**src/rtl/slr_pkg.sv**
```systemverilog
package slr_pkg;
  // Strobes from control to datapath
  typedef struct packed {
    logic shiftEn;   // serial edge recognised this cycle
    logic clrLoad;   // load all-off instead of shifting
    logic latchEn;   // copy shift chain into output latches
  } slr_ctrl_t;
endpackage

```
**src/rtl/slr_ctrl.sv**
```systemverilog
module slr_ctrl
  import slr_pkg::*;
(
  input  logic      clk,
  input  logic      rstN,
  input  logic      sclk,
  input  logic      clear,
  input  logic      strobe,
  output slr_ctrl_t ctrl
);
  logic sclkPrev;

  // Reset high so that sclk already high at reset release is not taken as an edge
  always_ff @(posedge clk or negedge rstN) begin
    if (!rstN) sclkPrev <= 1'b1;
    else       sclkPrev <= sclk;
  end

  always_comb begin
    ctrl.shiftEn = sclk & ~sclkPrev;
    ctrl.clrLoad = sclk & ~sclkPrev & clear;
    ctrl.latchEn = strobe;
  end

  // a single sclk rise yields one shift, never two in a row
  edge_single_chk: assert property (@(posedge clk) disable iff (!rstN)
    ctrl.shiftEn |=> !ctrl.shiftEn);

endmodule

```
**src/rtl/slr_datapath.sv**
```systemverilog
module slr_datapath
  import slr_pkg::*;
#(
  parameter int CH = 8
) (
  input  logic          clk,
  input  logic          rstN,
  input  slr_ctrl_t     ctrl,
  input  logic          sdi,
  input  logic          outOff,
  input  logic [CH-1:0] chanFault,
  input  logic          allFault,
  output logic [CH-1:0] drive,
  output logic          sdo
);
  localparam int LAST = CH - 1;

  logic [CH-1:0] shiftReg;
  logic [CH-1:0] latchReg;

  always_ff @(posedge clk or negedge rstN) begin
    if (!rstN)                shiftReg <= '0;
    else if (ctrl.clrLoad)    shiftReg <= '0;
    else if (ctrl.shiftEn)    shiftReg <= {shiftReg[LAST-1:0], sdi};
  end

  always_ff @(posedge clk or negedge rstN) begin
    if (!rstN)             latchReg <= '0;
    else if (ctrl.latchEn) latchReg <= shiftReg;
  end

  assign sdo = shiftReg[LAST];

  // Per-channel output gating
  for (genvar i = 0; i < CH; i++) begin : g_chan
    assign drive[i] = latchReg[i] & ~outOff & ~chanFault[i] & ~allFault;
  end


  shift_move_chk: assert property (@(posedge clk) disable iff (!rstN)
    (ctrl.shiftEn && !ctrl.clrLoad) |=>
      (shiftReg == {$past(shiftReg[LAST-1:0]), $past(sdi)}));

  shift_hold_chk: assert property (@(posedge clk) disable iff (!rstN)
    !ctrl.shiftEn |=> $stable(shiftReg));

  clear_zero_chk: assert property (@(posedge clk) disable iff (!rstN)
    ctrl.clrLoad |=> (shiftReg == '0));

  latch_load_chk: assert property (@(posedge clk) disable iff (!rstN)
    ctrl.latchEn |=> (latchReg == $past(shiftReg)));

  latch_hold_chk: assert property (@(posedge clk) disable iff (!rstN)
    !ctrl.latchEn |=> $stable(latchReg));

endmodule

```
**src/rtl/slr_top.sv**
```systemverilog
module slr_top
  import slr_pkg::*;
#(
  parameter int CH = 8
) (
  input  logic          clk,
  input  logic          rstN,
  input  logic          sclk,
  input  logic          sdi,
  input  logic          clear,
  input  logic          strobe,
  input  logic          outOff,
  input  logic [CH-1:0] chanFault,
  input  logic          allFault,
  output logic [CH-1:0] drive,
  output logic          sdo
);
  slr_ctrl_t ctrl;

  slr_ctrl u_ctrl (
    .clk(clk), .rstN(rstN), .sclk(sclk), .clear(clear),
    .strobe(strobe), .ctrl(ctrl)
  );

  slr_datapath #(.CH(CH)) u_dp (
    .clk(clk), .rstN(rstN), .ctrl(ctrl), .sdi(sdi), .outOff(outOff),
    .chanFault(chanFault), .allFault(allFault), .drive(drive), .sdo(sdo)
  );


  off_gate_chk: assert property (@(posedge clk) disable iff (!rstN)
    outOff |-> (drive == '0));

  fault_gate_chk: assert property (@(posedge clk) disable iff (!rstN)
    ((drive & chanFault) == '0) && (!allFault || drive == '0));

endmodule

```
**config.mk**
```make
export PLATFORM = sky130hd
export DESIGN_NAME = slr_top
export DESIGN_NICKNAME = d
export VERILOG_FILES = /design/src/rtl/slr_pkg.sv /design/src/rtl/slr_ctrl.sv /design/src/rtl/slr_datapath.sv /design/src/rtl/slr_top.sv
export SDC_FILE = /design/constraint.sdc
export NUM_CORES = 1
export LEC_CHECK = 0
export BUFFER_PORTS_ARGS = -buffer_cell sky130_fd_sc_hd__buf_2
export CELL_PAD_IN_SITES_DETAIL_PLACEMENT = 0
export CELL_PAD_IN_SITES_GLOBAL_PLACEMENT = 2
export CORE_MARGIN = 2
export CORE_UTILIZATION = 35
export DETAILED_ROUTE_END_ITERATION = 8
export PLACE_DENSITY = 0.9
export SLEW_MARGIN = 30
export SYNTH_ARGS = -nofsm -noshare
export SYNTH_HDL_FRONTEND = slang
export SYNTH_SLANG_ARGS = --single-unit
```
**constraint.sdc**
```tcl
create_clock -name clk -period 2.99 [get_ports clk]
set_clock_uncertainty 0.1 [all_clocks]
set_input_delay 0.1495 -clock clk [delete_from_list [all_inputs] [get_ports clk]]
set_output_delay 0.1495 -clock clk [all_outputs]
set_load 0.01 [all_outputs]
```
; ---- After elaboration in Yosys (flattened, before gate mapping)
; Cells that the tools add are included.
; Widths: inputs -> output; s select.
[classes]
n_mux = 2
bitwise = 37
n_reduce_logical = 1
[op_table]
columns = cell, n
row1 = $and 1x1->1, 26
row2 = $mux 8, 2
row3 = $not 1->1, 11
row4 = $reduce_bool 2->1, 1
[totals]
register_bits = 17
in_bits = 16
output_inout_bits = 9

; ---- Logic depth before layout (Yosys ltp)
[depth]
ltp_word = 4
depth_mapped = 3
mapped_depth_nobuf = 2

; ---- By module
; A second synthesis with hierarchy kept.
[hier_totals]
hier_cells = 57
hier_area_um2 = 783.3
[modules_own_cells]
columns = module, instances, cells_each, area_per_inst_um2, seq_area_each_um2
row1 = slr_datapath, 1, 53, 734.5, 400.4
row2 = slr_ctrl, 1, 4, 48.8, 26.3

; ---- Least setup slack after synthesis
; No wires, ideal clock.
[synth_path]
path_type = register to register
startpoint = reg u_ctrl.sclkPrev
endpoint = reg u_dp.shiftReg[0]
arrival_time_ns = 0.972
setup_slack_ns = 1.793
stages_incl_launch_ff = 4
synth_period_minus_slack_ns = 1.197
path_cell_list = dfstp_2 > nor2b_4 > buf_6 > mux2_4
[synth_between]
elab_chain_len = 4
word_cells_on_any_way = 5
cone_classes = 1 x mux / 3 x bitwise / 1 x reduce/logical
[synth_rtl]
columns = item, line_no
row1 = start: declaration, slr_ctrl.sv:11  ; logic sclkPrev;
row2 = start signal: assignment, slr_ctrl.sv:16  ; else sclkPrev <= sclk;
row3 = $not 1->1 *, "slr_ctrl.sv:20, slr_ctrl.sv:21"
row4 = $and 1x1->1 *, "slr_ctrl.sv:20, slr_ctrl.sv:21"
row5 = $and 1x1->1, slr_ctrl.sv:21  ; ctrl.clrLoad = sclk & ~sclkPrev & clear;
row6 = $mux 8 / $reduce_bool 2->1 (equally long branches), n/a
row7 = end signal: assignment, slr_datapath.sv:24  ; else if (ctrl.shiftEn) shiftReg <= {shiftReg[LAST-1:0], sdi};
row8 = end: declaration, slr_datapath.sv:18  ; logic [CH-1:0] shiftReg;
; Every way passes the cells marked *; elsewhere a longest branch is shown, timed or not.
; A chain may end at the register's enable or synchronous reset.

; ---- Worst setup path in the final report
[layout_path]
startpoint = in sclk
endpoint = reg u_dp.shiftReg[2]
[layout_between]
elab_chain_len = 3
word_cells_on_any_way = 4
cone_classes = 1 x mux / 2 x bitwise / 1 x reduce/logical
[layout_rtl]
columns = item, line_no
row1 = start: declaration, slr_top.sv:8  ; input logic sclk,
row2 = $and 1x1->1 *, "slr_ctrl.sv:20, slr_ctrl.sv:21"
row3 = $and 1x1->1, slr_ctrl.sv:21
row4 = $mux 8 / $reduce_bool 2->1 (equally long branches), n/a
; Marked as above.

==> flow_summary.yaml <==
sta:
  worst_slew_pin_slew_ns: 0.461
  max_freq_ghz: 0.730
  finalSetupTns_ns: 0
  setup_slack_ns: 1.62
  setup_violations: 0
  period_minus_slack_ns: 1.37
  fin_crit_sh: 0.458
  relSlewSlack: 0.693
  rsz0062_at_grt: "no"
  finalHoldViolCount: 0
  hold_slack_ns: 0.114
  slew_viol_final: 0
cells_and_area:
  fillerInstances: 222
  antenna_cells: 0
  final_common_cell: "buf_2"
  finalNetCount: 98
  area_delta_synth_final_pct: 21.0
  fin_util: 0.452
  mostFrequentLayoutCells: "buf_2, dfrtp_1"
  drive_above_1_share: 0.667
synth:
  syn_nets: 70
  synth_compound_area_frac: 0
  syn_inst: 54
  synth_fa_ha_area_frac: 0
  yosysSeqAreaShare: 0.511
  ys_ff_latch: 17
  netlist_area_sq_um: 835
  synth_cell_types: 10
  synth.avg_cell_area_sq_um: 15.5
  synthSimpleGateAreaFrac: 0.204
  synthMuxAreaShare: 0.252
  synth_xor_area_frac: 0
  synth_top_family_by_area: "multiplexers"
  ys.warnings.count: 0
grt:
  grt_pass1_wl_um: 2230
  grt.total_usage: 0.115
  gr-total-overflow: 0
  grt_pass1_vias: 489
  grt_max_degree: 18
  antenna_found_initial: 0
critical_path:
  worstPathMaxFanout: 8
  critPathCaptureType: "flop"
  cp.required_ns: 3.07
  crit_path_start: "sclk"
  worstReg2RegStart: "u_ctrl.sclkPrev"
  crit_type: "input pin to flop"
  crit_path_start_kind: "input pin"
  critical_path_arrival_ns: 1.45
floorplan:
  design.die.area_sq_um: 2790
  initial_utilization: 0.374
  core_sq_um: 2230
  die_w_um: 52.8
  num_rows: 17
  io_pins: 25
  fp.dieH_um: 52.8
clock_network:
  cts_buffers: 3
  clock_path_buffers: 2
  root_buffer: "clkbuf_4"
  cts_tree: "yes"
  clk_pin_slew_worst_paths_ns: 0.09
  cts.sinks: 17
  htreeDepth: 1
  worstSkewPairLatency_ns: 0.29
  cts_resized: 0
job:
  cap_viol_max_count: 0
routing:
  drc: 0
  antenna_left: 0
  drtPass1Iterations: 2
  wl_per_cell_um: 12.6
  avgViaCountPerCell: 4.59
  initialDrtViolationCount: 3
  routed_wl_um: 1370
  vias: 500
pwr:
  p_leak_nw: 0.504
  p_per_area_nw_per_um2: 423
  vdd_drop_max_mv: 0.270
worst_hold_path:
  hold_class: "input pin to flop"
  hp-start: "sdi"
placed_design:
  io_buffers: 24
  gp_congestion: 0.698
  dp_slack_ns: 1.73
  dp_hpwl_um: 1030
run_status:
  status: "complete, no violations"
[path summary, 6_finish.rpt]
path,to,slack [ns],cells after the start
worst max-delay path,u_dp.shiftReg[2],1.62,4
worst min-delay path,u_dp.shiftReg[0],0.11,3
worst max register to register,u_dp.shiftReg[2],1.74,2
worst min register to register,u_dp.latchReg[3],0.41,1
max in group asynchronous,u_ctrl.sclkPrev,2.29,2
min in group asynchronous,u_dp.shiftReg[5],0.20,2
[area by class of cell]
| cell class | instances | area, sq um | share of cell area |
|---|---|---|---|
| clock inverter | 1 | 5.00 | 0.00496 |
| sequential | 17 | 427 | 0.423 |
| clock buffer | 3 | 22.5 | 0.0223 |
| multi-input combinational | 34 | 380 | 0.377 |
| tap | 28 | 35.0 | 0.0347 |
| timing repair buffer | 26 | 140 | 0.139 |
[cell families (layout without fill, tap and decap cells)]
family                 Yosys count  count (layout)
buffers and inverters            3              30
DFF                             17              17
muxes                           16              16
and+or+nand+nor                 18              18
[worst max-delay path, stage by stage]
cell,delay (ns)
dlygate4sd3_1,0.52
buf_2,0.11
nor2b_4,0.34
mux2_4,0.33
[report_power, final]
group	total [mW]	leakage, nW	internal, mW	switching [mW]
Clock	0.121	0.0177	0.0497	0.0715
Sequential	0.252	0.230	0.244	0.00810
Combinational	0.0542	0.256	0.0323	0.0219
Total	0.427	0.504	0.326	0.102
[repair_timing]
action,in CTS,in global routing
setup buffers,0,0
endpoints found under the hold margin,18,0
hold buffers,2,0
[state kept, by name (all words and copies together) (netlist names)]
signal / count
u_dp.latchReg: 8
u_ctrl.sclkPrev: 1
u_dp.shiftReg: 8
[cell usage after synthesis]
cell / count / area share
dfstp_2: 1 / 0.031
nor2b_4: 1 / 0.016
buf_2: 1 / 0.0060
or2_1: 1 / 0.0075
dfrtp_1: 16 / 0.48
nor2b_1: 8 / 0.060
nor3b_2: 8 / 0.12
mux2_2: 8 / 0.11
buf_6: 2 / 0.027
mux2_4: 8 / 0.14
[per-layer routing]
| metal | wire length [um] | track usage |
|---|---|---|
| met3 | 113 | 0.0514 |
| met4 | 0 | 0.0256 |
| met5 | 0 | 0 |
| met1 | 604 | 0.134 |
| met2 | 652 | 0.192 |
[through the flow]
stage / cells / power (mW) / area (sq um)
2_1_floorplan: 54 / 0.290 / 835
3_3_place_gp: 103 / 0.308 / 962
3_5_place_dp: 103 / 0.310 / 962
4_1_cts: 109 / 0.435 / 1010
5_1_grt: 109 / 0.455 / 1010
6_report: 109 / 0.427 / 1010
(Power assumes the default switching activity.)
